--- config.mk ---
export PLATFORM = sky130hd
export DESIGN_NAME = dac_quad_decoder
export DESIGN_NICKNAME = d
export VERILOG_FILES = /design/src/rtl/dac_quad_pkg.sv /design/src/rtl/dac_quad_fold.sv /design/src/rtl/dac_therm.sv /design/src/rtl/dac_cell_array.sv /design/src/rtl/dac_quad_decoder.sv
export SDC_FILE = /design/constraint.sdc
export NUM_CORES = 1
export LEC_CHECK = 0
export BUFFER_PORTS_ARGS = -buffer_cell sky130_fd_sc_hd__buf_2
export CORE_MARGIN = 1.5
export CORE_UTILIZATION = 50
export DETAILED_ROUTE_END_ITERATION = 8
export HOLD_SLACK_MARGIN = 0.03
export PLACE_DENSITY_LB_ADDON = 0.05
export SLEW_MARGIN = 40
export SYNTH_ARGS = -nofsm -noshare
export SYNTH_HDL_FRONTEND = slang
export SYNTH_SLANG_ARGS = --single-unit
--- constraint.sdc ---
create_clock -name clk_i -period 0.8 [get_ports clk_i]
set_input_delay 0.08 -clock clk_i [delete_from_list [all_inputs] [get_ports clk_i]]
set_output_delay 0.08 -clock clk_i [all_outputs]
set_load 0.005 [all_outputs]
--- src/rtl/dac_quad_pkg.sv ---
package dac_quad_pkg;
  // Order matters: encoding is the two top phase bits.
  typedef enum logic [1:0] {
    Q_POS_RISE = 2'b00,
    Q_POS_FALL = 2'b01,
    Q_NEG_RISE = 2'b10,
    Q_NEG_FALL = 2'b11
  } quad_e;
endpackage

--- src/rtl/dac_quad_fold.sv ---
module dac_quad_fold
  import dac_quad_pkg::*;
#(
  parameter int unsigned PHASE_W = 8,
  localparam int unsigned FOLD_W = PHASE_W - 2
) (
  input  logic [PHASE_W-1:0] phase_i,
  output logic [FOLD_W-1:0]  folded_o,
  output logic               neg_o
);
  quad_e quad;
  logic  mirror;

  assign quad     = quad_e'(phase_i[PHASE_W-1 -: 2]);
  assign mirror   = (quad == Q_POS_FALL) || (quad == Q_NEG_FALL);
  assign neg_o    = (quad == Q_NEG_RISE) || (quad == Q_NEG_FALL);
  assign folded_o = phase_i[FOLD_W-1:0] ^ {FOLD_W{mirror}};
endmodule

--- src/rtl/dac_therm.sv ---
module dac_therm #(
  parameter int unsigned CODE_W = 3,
  localparam int unsigned LINES = 1 << CODE_W
) (
  input  logic [CODE_W-1:0] code_i,
  output logic [LINES-1:0]  below_o
);
  for (genvar i = 0; i < LINES; i++) begin : g_line
    localparam int unsigned IDX = i;
    assign below_o[i] = (IDX[CODE_W-1:0] < code_i);
  end
endmodule

--- src/rtl/dac_cell_array.sv ---
module dac_cell_array #(
  parameter int unsigned ROW_W = 3,
  parameter int unsigned COL_W = 3,
  localparam int unsigned ROWS  = 1 << ROW_W,
  localparam int unsigned COLS  = 1 << COL_W,
  localparam int unsigned CELLS = ROWS * COLS
) (
  input  logic [ROWS-1:0]  row_below_i,
  input  logic [COLS-1:0]  col_below_i,
  output logic [CELLS-1:0] en_o
);
  logic [ROWS-1:0] row_cur;

  // Current row = first row not below the code (thermometer edge).
  for (genvar r = 0; r < ROWS; r++) begin : g_row
    if (r == 0) begin : g_first
      assign row_cur[r] = ~row_below_i[r];
    end else begin : g_rest
      assign row_cur[r] = ~row_below_i[r] & row_below_i[r-1];
    end
    for (genvar c = 0; c < COLS; c++) begin : g_col
      assign en_o[r*COLS+c] = row_below_i[r] | (row_cur[r] & col_below_i[c]);
    end
  end
endmodule

--- src/rtl/dac_quad_decoder.sv ---
module dac_quad_decoder #(
  parameter int unsigned PHASE_W = 8,
  parameter int unsigned ROW_W   = 3,
  localparam int unsigned FOLD_W = PHASE_W - 2,
  localparam int unsigned COL_W  = FOLD_W - ROW_W,
  localparam int unsigned ROWS   = 1 << ROW_W,
  localparam int unsigned COLS   = 1 << COL_W,
  localparam int unsigned CELLS  = ROWS * COLS
) (
  input  logic               clk_i,
  input  logic               rst_ni,
  input  logic [PHASE_W-1:0] phase_i,
  output logic [CELLS-1:0]   cell_en_o,
  output logic [CELLS-1:0]   sw_a_o,
  output logic [CELLS-1:0]   sw_b_o
);
  logic [FOLD_W-1:0] folded;
  logic              neg;
  logic [ROWS-1:0]   row_below;
  logic [COLS-1:0]   col_below;
  logic [CELLS-1:0]  en_d, a_d;
  logic [CELLS-1:0]  en_q, a_q, b_q;
  logic              primed_q;

  dac_quad_fold #(.PHASE_W(PHASE_W)) u_fold (
    .phase_i (phase_i),
    .folded_o(folded),
    .neg_o   (neg)
  );

  dac_therm #(.CODE_W(ROW_W)) u_row (
    .code_i (folded[FOLD_W-1 -: ROW_W]),
    .below_o(row_below)
  );

  dac_therm #(.CODE_W(COL_W)) u_col (
    .code_i (folded[COL_W-1:0]),
    .below_o(col_below)
  );

  dac_cell_array #(.ROW_W(ROW_W), .COL_W(COL_W)) u_cells (
    .row_below_i(row_below),
    .col_below_i(col_below),
    .en_o       (en_d)
  );

  assign a_d = en_d ^ {CELLS{neg}};

  always_ff @(posedge clk_i or negedge rst_ni) begin
    if (!rst_ni) begin
      en_q     <= '0;
      a_q      <= '0;
      b_q      <= '1;
      primed_q <= 1'b0;
    end else begin
      en_q     <= en_d;
      a_q      <= a_d;
      b_q      <= ~a_d;
      primed_q <= 1'b1;
    end
  end

  assign cell_en_o = en_q;
  assign sw_a_o    = a_q;
  assign sw_b_o    = b_q;

  localparam int unsigned FMAX = (1 << FOLD_W) - 1;


  cell_count_chk: assert property (@(posedge clk_i) disable iff (!rst_ni)
    primed_q |=> ($countones(en_q) ==
      ($past(phase_i[PHASE_W-2]) ? (FMAX - int'($past(phase_i[FOLD_W-1:0])))
                                 : int'($past(phase_i[FOLD_W-1:0])))));


  contiguous_run_chk: assert property (@(posedge clk_i) disable iff (!rst_ni)
    ((en_q & (en_q + CELLS'(1))) == '0));


  sign_rule_chk: assert property (@(posedge clk_i) disable iff (!rst_ni)
    primed_q |=> (a_q == (en_q ^ {CELLS{$past(phase_i[PHASE_W-1])}})));


  pair_compl_chk: assert property (@(posedge clk_i) disable iff (!rst_ni)
    (b_q == ~a_q));
endmodule

Word-level counts from Yosys, hierarchy flattened --
Cells that the tools add are included.
Storage, ports and cells: input port bits 10, logic and storage cells 170, output and inout bits 192, bits in registers 192
Cells by class: bitwise operators 146, $lt $le $gt $ge 16, reduce and logical (&&, ||, !) cells 2, equality and inequality tests 3
Operator list (number):
- AND 1 bit | 71
- inverter 64 bit | 1
- OR 1 bit | 64
- bitwise XOR 64 bit | 1
- less-than comparator 3 bit, first input constant | 8
- less-than comparator 1 x 3 -> 1 bit, first input constant | 4
- less-than comparator 2 x 3 -> 1 bit, first input constant | 4
- inverter 1 bit | 8
- bitwise XOR 6 bit | 1
- == test 2 bit, second input constant | 2
- == test 2 x 1 -> 1 bit, second input constant | 1
- logical OR 1 bit | 2

Longest topological paths before layout --
word-level depth 10, depth in mapped cells 7, gate-level depth less buffers 5

By module --
From an unflattened synthesis, not the netlist that was laid out.
Second synthesis, totals: cells, all modules 446, area total of the unflattened synthesis 7124.3 um^2
Modules (own cells, without submodules):
- dac_quad_decoder | area each 6254.7 um^2, cells each 334, instances 1, sequential area each 4884.7 um^2
- dac_cell_array | area each 676.9 um^2, cells each 86, instances 1, sequential area each 0.0 um^2
- dac_therm | area each 62.6 um^2, cells each 9, instances 2, sequential area each 0.0 um^2
- dac_quad_fold | area each 67.6 um^2, cells each 8, instances 1, sequential area each 0.0 um^2

Worst setup path after synthesis --
No wires, ideal clock.
kind input to register, start in phase_i[4], end reg a_q[52] (netlist: sw_a_o[52]), path buffers 2, arrival 1.272 ns, setup time 0.144 ns, cell stages on the path 6, data required time 0.656 ns, slack -0.616 ns, path through buf_2 or3b_1 and2_1 buf_6 a31o_1 xnor2_1
Between the ends: longest elaborated chain between the ends 7, elaborated cells between the ends (all ways) 8, classes of those cells order compare: 2; bitwise: 6
Ends and longest elaborated chain:
- from (decl) | line dac_quad_decoder.sv:12 | input logic [PHASE_W-1:0] phase_i,
- bitwise XOR 6 bit (*) | line dac_quad_fold.sv:17 | assign folded_o = phase_i[FOLD_W-1:0] ^ {FOLD_W{mirror}};
- less-than comparator 3 bit | line dac_therm.sv:10 | assign below_o[i] = (IDX[CODE_W-1:0] < code_i);
- inverter 1 bit | line dac_cell_array.sv:19 | assign row_cur[r] = ~row_below_i[r] & row_below_i[r-1];
- AND 1 bit | line dac_cell_array.sv:19
- AND 1 bit | line dac_cell_array.sv:22 | assign en_o[r*COLS+c] = row_below_i[r] | (row_cur[r] & col_below_i[c]);
- OR 1 bit (*) | line dac_cell_array.sv:22
- bitwise XOR 64 bit (*) | line dac_quad_decoder.sv:47 | assign a_d = en_d ^ {CELLS{neg}};
- named net a_d[52] | line dac_quad_decoder.sv:21 | logic [CELLS-1:0] en_d, a_d;
- to (signal assigned) | line dac_quad_decoder.sv:52 | a_q <= '0;
- to (signal assigned) | line dac_quad_decoder.sv:57 | a_q <= a_d;
- to (decl) | line dac_quad_decoder.sv:22 | logic [CELLS-1:0] en_q, a_q, b_q;
Mark *: on every way through the listed nets, which the timed path passes. The rest lies on a longest branch.

Worst setup path in the final report --
start reg b_q[55] (netlist: sw_b_o[55]), end out sw_b_o[55]
RTL lines:
- from (decl) | line dac_quad_decoder.sv:22
- from (signal assigned) | line dac_quad_decoder.sv:58 | b_q <= ~a_d;
- to (decl) | line dac_quad_decoder.sv:15 | output logic [CELLS-1:0] sw_b_o
No word-level cell between the ends.

==> summary.txt <==
STA
  – Final Hold Fails: 0
  – Fin crit share: 1.46
  – Tmin final: 1.17 ns
  – Setup slack after layout: -0.367 ns
  – FMAX: about 860 MHz
  – Unrepaired setup endpoints after global routing: yes
  – Final Setup Violations: 326
  – Setup TNS: -60.14 ns
  – Slew Viols, Final: 0

Finish
  – Ratio of cells with drive above 1 in the final layout: 0.716
  – Fin area: approximately 12000 um^2
  – Nets: 888
  – ANT cells: 0
  – Layout area overhead: 69.7%
  – Fin cells: 1070
  – Fillers: between 500 and 600

Synthesis
  – Synth Instances: 534
  – Synth top area cells: dfrtp_1, dfstp_2, xnor2_1, inv_1, buf_2
  – Synth top area share: 0.437
  – Ys async rst share: 1.00
  – Avg Inst Size Synth: ~14 um^2
  – Warnings from Yosys: 0
  – Most used DFF post-synth: dfrtp_1
  – Cell area after synthesis: around 7300 um^2
  – Sequential share of the synthesized area: 0.667
  – Post-synth top area cell: dfrtp_1
  – Number of synthesized register bits: 191
  – Post-synth EDFFs: 0
  – Unique cell type count in the Yosys netlist: between 60 and 70
  – Post-Syn Nets: 544

Placed design
  – IO Port Bufs: 200
  – Inst Count DP: approximately 1000
  – Area after DPL: 9780 um^2
  – Placer Congestion: 0.835
  – Half-perimeter wire length after detailed placement: between 10 and 15 mm

Outcome
  – Failing checks: negative setup slack
  – Status: complete, but fails checks

Critical path
  – Slowest cell on crit path: dfstp_2
  – Critical Path Start Type: flip-flop
  – Buf/Inv on CP: 1
  – CP Class: reg -> out
  – CP top delay family: flip-flops
  – Critical path required time: between 0.7 and 0.8 ns
  – Element type at the critical path end: primary output
  – Worst path cell trace: buf_2
  – WP data arrival: between 1 and 1.5 ns
  – Crit-path max FO: 1
  – Largest stage delay, worst path: 0.53 ns

Die
  – I/O pin count: between 200 and 250
  – Core area: between 10000 and 15000 um^2
  – Die Y: around 120 um
  – Die area: roughly 15000 um^2
  – Initial Util: 0.518
  – Die Span X: 124 um
  – Rows: 43

Detailed routing
  – DRT Wirelength: around 25 mm
  – Vias per cell: 5.27
  – Remaining DRCs: 0
  – Wire length per cell: around 23 um
  – Post-route ant nets: 0
  – First DRT Iteration DRCs: 354
  – TritonRoute pass-1 iters: 5
  – Via count: roughly 5.6k

Power
  – VDD IR max: about 1400 uV
  – Pwr/cell area: 2090 nW/um^2
  – Lkg Pwr: between 5 and 6 nW

Job
  – Max cap viols: 0

Clocking
  – H-tree Lvls: 4
  – Clock buffer depth: 2
  – Root buf cell: clkbuf_16
  – TritonCTS Sinks: 191
  – CTS Buf Count: 17
  – Clock transition at the registers of the reported paths: around 0.06 ns
  – TritonCTS clock tree: yes

Hold path
  – Worst hold path type: in -> reg

Global route
  – Global-route usage over all layers: 0.293
  – Global-route wire length before repair: 32.3 mm
  – Largest net degree at the start of global routing: 33
  – Grt total ovfl: 0
  – Number of global-route vias before repair: 5804
  – Antenna violations before repair: 0
[power breakdown]
part	internal, mW	switching, mW
combinational	3.01	2.77
sequential	11.0	0.405
clock	4.92	3.76
[sequential cells by signal, indices dropped and copies added, names as in the netlist]
name       cells
sw_b_o        64
cell_en_o     63
sw_a_o        64
[final timing paths]
path                                 startpoint                    to  slack (ns)  depth (start not counted)
max                        sw_b_o[55]$_DFF_PN1_            sw_b_o[55]       -0.37                          1
min                                  phase_i[7]  sw_a_o[47]$_DFF_PN0_        0.06                          3
max in group asynchronous                rst_ni  sw_b_o[50]$_DFF_PN1_        0.13                          3
min in group asynchronous                rst_ni  sw_a_o[15]$_DFF_PN0_        0.11                          2
[cell usage after synthesis (all sizes together) (4+ instances only)]
library cell / instances
dfrtp: 127
xnor2: 113
dfstp: 64
inv: 42
buf: 25
o21ai: 15
nand3: 13
nand2: 12
o22ai: 12
a21oi: 11
clkbuf: 10
nor2: 10
mux2i: 8
a21o: 6
nand2b: 6
nor2b: 6
nor3: 6
and2: 4
o21a: 4
or3: 4
[cell type report]
class / instances / area, um^2 / area share
Sequential cell: 191 / 4860 / 0.393
Multi-Input combinational cell: 266 / 3450 / 0.279
Timing Repair Buffer: 360 / 3050 / 0.247
Clock buffer: 18 / 429 / 0.0347
Tap cell: 180 / 225 / 0.0182
Inverter: 42 / 174 / 0.0141
Clock inverter: 13 / 163 / 0.0132
[metrics by stage]
step	hold slack (ns)	power [mW]	setup WS (ns)	utilization
2_1_floorplan	-0.216	13.5	-0.504	-
3_3_place_gp	-0.0174	15.4	-0.711	0.697
5_1_grt	0.0431	26.7	-0.395	0.880
3_5_place_dp	-0.0123	15.6	-0.722	0.697
6_report	0.0580	25.8	-0.367	0.880
4_1_cts	0.0194	25.0	-0.373	0.832
[placed cells by master (no fill, tap or decap), drive strengths merged, types with 2 or more instances in the layout]
cell type	synthesis	layout
bufinv	0	3
nand2b	6	6
or2	3	3
a21o	6	6
a22oi	2	2
buf	25	358
a211oi	2	2
a31o	2	2
clkinvlp	0	2
inv	42	44
and3	3	3
or3	4	4
o31ai	3	3
nor3	6	6
nand2	12	12
dfrtp	127	127
and2	4	4
mux2i	8	8
clkbuf	10	19
o22ai	12	12
nor2b	6	6
clkinv	0	6
mux2	3	3
nand3	13	13
o21a	4	4
xnor2	113	113
a31oi	3	3
o21ai	15	15
dfstp	64	64
nor2	10	10
a21oi	11	11
a32oi	2	2
[routing by layer]
layer / wire [um] / vias to the layer above / share of wire / track usage
met5: 0 / - / 0 / 0
met4: 677 / 0 / 0.027 / 0.119
met1: 9720 / 2919 / 0.39 / 0.353
met2: 12900 / 241 / 0.52 / 0.498
met3: 1410 / 61 / 0.057 / 0.0806
li1: - / 2419 / - / -
[timing repair]
action | in CTS | in global routing
gates cloned | 6 | 0
gates resized for setup | 173 | 105
setup buffers | 30 | 15
hold buffers | 1 | 0
pin swaps | 87 | 54
hold endpoints to repair | 161 | 0
endpoints found under the setup margin | 358 | 320
[cells by family after synthesis]
kind of cell | Yosys count | share of synthesized area
mux | 11 | 0.0162
other cells | 1 | 0.000515
flops | 191 | 0.667
compound gates | 69 | 0.0722
simple gates | 72 | 0.0596
buf+inv | 77 | 0.0455
xor+xnor | 113 | 0.139
No activity file was read; power rests on OpenSTA's default activity.
